**src/rtl/lcd_timing_gen.sv**
```systemverilog
module lcd_timing_gen #(
  parameter int MAX_W = 800,
  parameter int MAX_H = 600,
  parameter int CW    = 12
) (
  input  logic        clk,
  input  logic        rst_n,
  input  logic        enable,
  input  logic [31:0] h_cfg,
  input  logic [31:0] v_cfg,
  input  logic [9:0]  clk_div,
  input  logic [3:0]  pol_inv,
  output logic        pix_ce,
  output logic        pclk_o,
  output logic        hsync_o,
  output logic        vsync_o,
  output logic        de_o,
  output logic        sof_o,
  output logic [9:0]  x_o,
  output logic [9:0]  y_o
);

  function automatic logic [CW-1:0] act_len(input logic [9:0] f, input int lim);
    logic [CW-1:0] n;
    n = CW'(f) + CW'(1);
    return (n > CW'(lim)) ? CW'(lim) : n;
  endfunction

  logic          run;
  logic [31:0]   hq, vq;
  logic [9:0]    div_q, dcnt;
  logic [3:0]    inv_q;
  logic [CW-1:0] hpos, vpos;

  logic [CW-1:0] h_se, h_ab, h_ae, h_tot;
  logic [CW-1:0] v_se, v_ab, v_ae, v_tot;

  assign h_se  = CW'(hq[15:10]) + CW'(1);
  assign h_ab  = h_se + CW'(hq[23:16]) + CW'(1);
  assign h_ae  = h_ab + act_len(hq[9:0], MAX_W);
  assign h_tot = h_ae + CW'(hq[31:24]) + CW'(1);

  assign v_se  = CW'(vq[15:10]) + CW'(1);
  assign v_ab  = v_se + CW'(vq[23:16]) + CW'(1);
  assign v_ae  = v_ab + act_len(vq[9:0], MAX_H);
  assign v_tot = v_ae + CW'(vq[31:24]) + CW'(1);

  logic active, strobe, h_last, v_last, wrap;
  assign active = run & enable;
  assign strobe = active & (dcnt == div_q);
  assign h_last = (hpos == h_tot - CW'(1));
  assign v_last = (vpos == v_tot - CW'(1));
  assign wrap   = strobe & h_last & v_last;

  always_ff @(posedge clk or negedge rst_n) begin
    if (!rst_n) begin
      run   <= 1'b0;
      hq    <= '0;
      vq    <= '0;
      div_q <= '0;
      inv_q <= '0;
      dcnt  <= '0;
      hpos  <= '0;
      vpos  <= '0;
    end else if (!enable) begin
      run <= 1'b0;
    end else if (!run || wrap) begin
      run   <= 1'b1;
      hq    <= h_cfg;
      vq    <= v_cfg;
      div_q <= clk_div;
      inv_q <= pol_inv;
      dcnt  <= '0;
      hpos  <= '0;
      vpos  <= '0;
    end else begin
      dcnt <= strobe ? '0 : dcnt + 10'd1;
      if (strobe) begin
        if (h_last) begin
          hpos <= '0;
          vpos <= vpos + CW'(1);
        end else begin
          hpos <= hpos + CW'(1);
        end
      end
    end
  end

  logic hs_r, vs_r, h_in, v_in, de_r;
  logic [3:0] inv_e;
  assign hs_r  = active & (hpos < h_se);
  assign vs_r  = active & (vpos < v_se);
  assign h_in  = (hpos >= h_ab) && (hpos < h_ae);
  assign v_in  = (vpos >= v_ab) && (vpos < v_ae);
  assign de_r  = active & h_in & v_in;
  assign inv_e = active ? inv_q : pol_inv;

  assign pix_ce  = strobe;
  assign pclk_o  = strobe ^ inv_e[2];
  assign hsync_o = hs_r ^ inv_e[1];
  assign vsync_o = vs_r ^ inv_e[0];
  assign de_o    = de_r ^ inv_e[3];
  assign sof_o   = strobe & (hpos == '0) & (vpos == '0);
  assign x_o     = de_r ? 10'(hpos - h_ab) : 10'd0;
  assign y_o     = de_r ? 10'(vpos - v_ab) : 10'd0;

  a_r2_strobe_gap: assert property (@(posedge clk) disable iff (!rst_n)
    (strobe && div_q != 10'd0) |=> !strobe);

  a_r3_de_outside_sync: assert property (@(posedge clk) disable iff (!rst_n)
    de_r |-> !hs_r);

  a_r6_sof_in_sync: assert property (@(posedge clk) disable iff (!rst_n)
    sof_o |-> (strobe && vs_r && hs_r));

  a_r8_x_bound: assert property (@(posedge clk) disable iff (!rst_n)
    de_r |-> (int'(x_o) < MAX_W && int'(y_o) < MAX_H));

  a_r10_cfg_hold: assert property (@(posedge clk) disable iff (!rst_n)
    (run && enable && !wrap) |=> ($stable(hq) && $stable(vq) && $stable(div_q)));

endmodule

```
**config.mk**
```make
export PLATFORM = sky130hd
export DESIGN_NAME = lcd_timing_gen
export DESIGN_NICKNAME = d
export VERILOG_FILES = /design/src/rtl/lcd_timing_gen.sv
export SDC_FILE = /design/constraint.sdc
export NUM_CORES = 1
export LEC_CHECK = 0
export BUFFER_PORTS_ARGS = -buffer_cell sky130_fd_sc_hd__clkbuf_2
export CAP_MARGIN = 15
export CORE_AREA = 2 2 148 179
export CTS_CLUSTER_SIZE = 16
export DETAILED_ROUTE_END_ITERATION = 8
export DIE_AREA = 0 0 150 181
export SYNTH_ARGS = -nofsm -noshare
export SYNTH_HDL_FRONTEND = slang
export SYNTH_SLANG_ARGS = --single-unit
```
**constraint.sdc**
```tcl
create_clock -name clk -period 11.3 [get_ports clk]
set_input_delay 0.565 -clock clk [delete_from_list [all_inputs] [get_ports clk]]
set_output_delay 0.565 -clock clk [all_outputs]
set_load 0.005 [all_outputs]
```
==> summary.txt <==
Outcome
  – Status: complete, no violations

Clock network
  – Post-CTS Setup Inserts: 0
  – Clock tree sinks: between 100 and 150
  – Deepest clock path buffer count: 2
  – CTS Root Cell: clkbuf_16
  – Cts hold-fix bufs: 0
  – H-tree depth: 4
  – CTS tree: done
  – Worst-Skew Late Latency: between 0.4 and 0.5 ns
  – Clock transition at path regs: approximately 0.060 ns
  – Total CTS buffers: 17
  – Cts repair resizes: 0

Drt
  – Routed len/inst: roughly 16 µm
  – Detailed Route WL: ~25 mm
  – Drt initial violations: 307
  – Antenna-violating nets left: 0
  – Drt via density: about 5.4
  – DRT Pass-1 Iters: 4
  – Via Count: a little over 8,000
  – Post-route DRC: 0

STA
  – Worst-margin pin slew: a little over 0.9 ns
  – Min Hold Slack: 0.284 ns
  – Slew Limit Fails: 0
  – Tcrit/Tclk final: between 60% and 70%
  – Post-route clock skew: about 0.0083 ns
  – RSZ-0062 raised after global routing: false
  – Maximum clock rate: ~130 MHz
  – Slew Limit Headroom: 39.2%
  – Final Critical Period: 7.56 ns
  – Final setup TNS: 0 ns
  – Final setup violating endpoints: 0
  – Final hold violations: 0
  – Setup WS post-layout: 3.74 ns

Synth
  – Synth Cell Area: between 10,000 and 15,000 µm²
  – Synth Register Bits: between 100 and 150
  – Area contributors post-synth: dfrtp_1 (28%), ha_1 (14%), mux2_2 (7.7%)
  – Leading area contributor after synthesis: dfrtp_1
  – Sequential area share after synthesis: 28.1%
  – Post-synth top cells: ha_1 (116), dfrtp_1 (113), inv_1 (90)
  – Cell variety after synth: between 70 and 80
  – Mapped Cells: approximately 1,100
  – Top cell type's share of synthesized area: between 20% and 30%
  – Count leader, synth: ha_1
  – Top FF cell, synth: dfrtp_1
  – Post-synth EDFFs: 0
  – Avg Cell Area, Syn: slightly above 9 µm²
  – Synth Warn #: 0
  – Async SR Flop Fraction: between 90% and 100%

Cells and area
  – Fillers: ~2,500
  – Final cell count without fillers: ~1,500
  – # nets final: 1,402
  – Seq. cell area: between 2000 and 3000 µm²
  – Layout cells sized above 1: between 15 and 20%
  – Multi-input gate area: 6750 µm²
  – Synthesis-to-finish area growth: 14.5%
  – Ant. Diodes: 0

Floorplan
  – Die width: about 150 µm
  – I/O Pins: 107
  – Die H: about 180 µm
  – Site row count: 64
  – Core footprint: between 20,000 and 30,000 µm²
  – Total die area: between 20,000 and 30,000 µm²
  – Initial core utilization: 39.8%

Worst setup path
  – CP most frequent cell: a21oi_1
  – CP startpoint kind: register
  – Slowest CP cell: mux4_2
  – CP arrival: slightly below 8 ns
  – Crit-path max cell delay: around 0.53 ns
  – Kind of critical path: register to register
  – Critical-path maximum fanout: 50
  – Worst EP required: ~12 ns
  – Crit end category: register

Power and ir drop
  – VDD IR max: between 0.1 and 0.15 mV
  – Final Power: roughly 3.3 mW
  – Static leakage: between 5 and 6 nW
  – P per Cell Area: between 200 and 300 nW/µm²

GRT
  – GRT Total Usage: 19.4%
  – First-pass GRT wire length: about 42 mm
  – Vias in the first global route: between 8,000 and 9,000
  – Total gr overflow: 0
  – Largest net degree at the start of global routing: between 80 and 90
  – Initial antenna violation count: 0

Placement
  – Hpwl dp: just under 20 mm
  – Buffers on Ports: between 100 and 150
  – GPL Wtd Cong: approximately 0.89
  – Pre-CTS WS: roughly 3.6 ns
  – Inst Count DP: approximately 1,500

Worst hold path
  – Worst hold path class: input pin to async pin

Job
  – Max Cap Viol: 0
-- cell families after synthesis --
| logic type | share of synthesized area, % |
|---|---|
| flip-flops | 28.1 |
| adder cells (fa/ha/maj) | 16.0 |
| AO/OA/AOI/OAI | 15.1 |
| other | 0.0372 |
| AND/OR/NAND/NOR | 15.4 |
| multiplexers | 9.55 |
| buffers and inverters | 4.97 |
| XOR/XNOR | 10.8 |
-- where the power goes --
| group | internal [mW] | switching [mW] |
|---|---|---|
| clock | 0.377 | 0.200 |
| combinational | 0.957 | 1.23 |
| sequential | 0.452 | 0.0640 |
| total | 1.79 | 1.50 |
-- cell type report --
cell class | instances | area share, %
multi-input combinational | 864 | 58.5
clock inverter | 10 | 1.39
tap | 330 | 3.58
timing repair buffer | 111 | 5.12
sequential | 113 | 24.5
clock buffer | 20 | 3.96
inverter | 90 | 2.93
-- sequential cells by signal (all words and copies together), names as in the netlist --
name and flops:
hq 32, vpos 12, hpos 12, vq 32, dcnt 10, inv_q 4, div_q 10, run 1
-- final timing paths --
| check | startpoint | endpoint | slack (ns) | cells past startpoint |
|---|---|---|---|---|
| max in group asynchronous | rst_n | vq[9]$_DFFE_PN0P_ | 9.89 | 2 |
| setup reg to reg | vq[0]$_DFFE_PN0P_ | hq[10]$_DFFE_PN0P_ | 3.74 | 28 |
| hold reg to reg | vq[16]$_DFFE_PN0P_ | vq[16]$_DFFE_PN0P_ | 0.49 | 1 |
| min in group clk | v_cfg[13] | vq[13]$_DFFE_PN0P_ | 0.36 | 2 |
| hold / removal | rst_n | hq[18]$_DFFE_PN0P_ | 0.28 | 1 |
| setup / recovery | vq[0]$_DFFE_PN0P_ | hq[10]$_DFFE_PN0P_ | 3.74 | 28 |
-- metrics by stage --
step                utilization (%)  instance area (µm²)
floorplan                         -                10100
global placement               43.0                10900
detailed placement             43.0                10900
CTS                            45.5                11500
global route                   45.6                11500
finish                         45.6                11500
-- metal layers --
metal	track usage, %	part of all wire, %
met5	0	0
met2	33.9	50
met3	3.03	3.0
met4	7.89	3.5
met1	23.6	43
-- worst max-delay path: cells and delay by family (launching register included) --
kind / cells / cell delay [ns]
AO/OA/AOI/OAI: 10 / 2.02
AND/OR/NAND/NOR: 9 / 1.82
adder cells (fa/ha/maj): 3 / 0.98
multiplexers: 2 / 0.90
buffers and inverters: 2 / 0.80
flip-flops: 1 / 0.46
XOR/XNOR: 2 / 0.42
-- placed cells by master (no fill, tap or decap), types with 4 or more instances in the layout --
master,n
ha_1,116
dfrtp_1,113
clkbuf_2,105
inv_1,90
nor2_1,77
mux2_2,69
xnor2_1,61
xor2_1,61
a21oi_1,59
nand2_1,52
nand3_1,49
o21ai_0,37
a21o_1,37
nand2b_1,27
nor3_1,19
clkbuf_16,17
and3_1,15
nand4_1,14
nor4_1,13
nor2b_1,12
o21a_1,11
a211oi_1,10
mux2_1,10
o31ai_1,8
o211ai_1,8
fa_1,8
o21bai_1,7
a2111oi_0,6
a31oi_1,5
o2111ai_1,5
o22ai_1,5
mux2i_1,5
buf_4,5
or4_1,4
bufinv_16,4
Note: power is estimated with default switching activity, not from simulation.
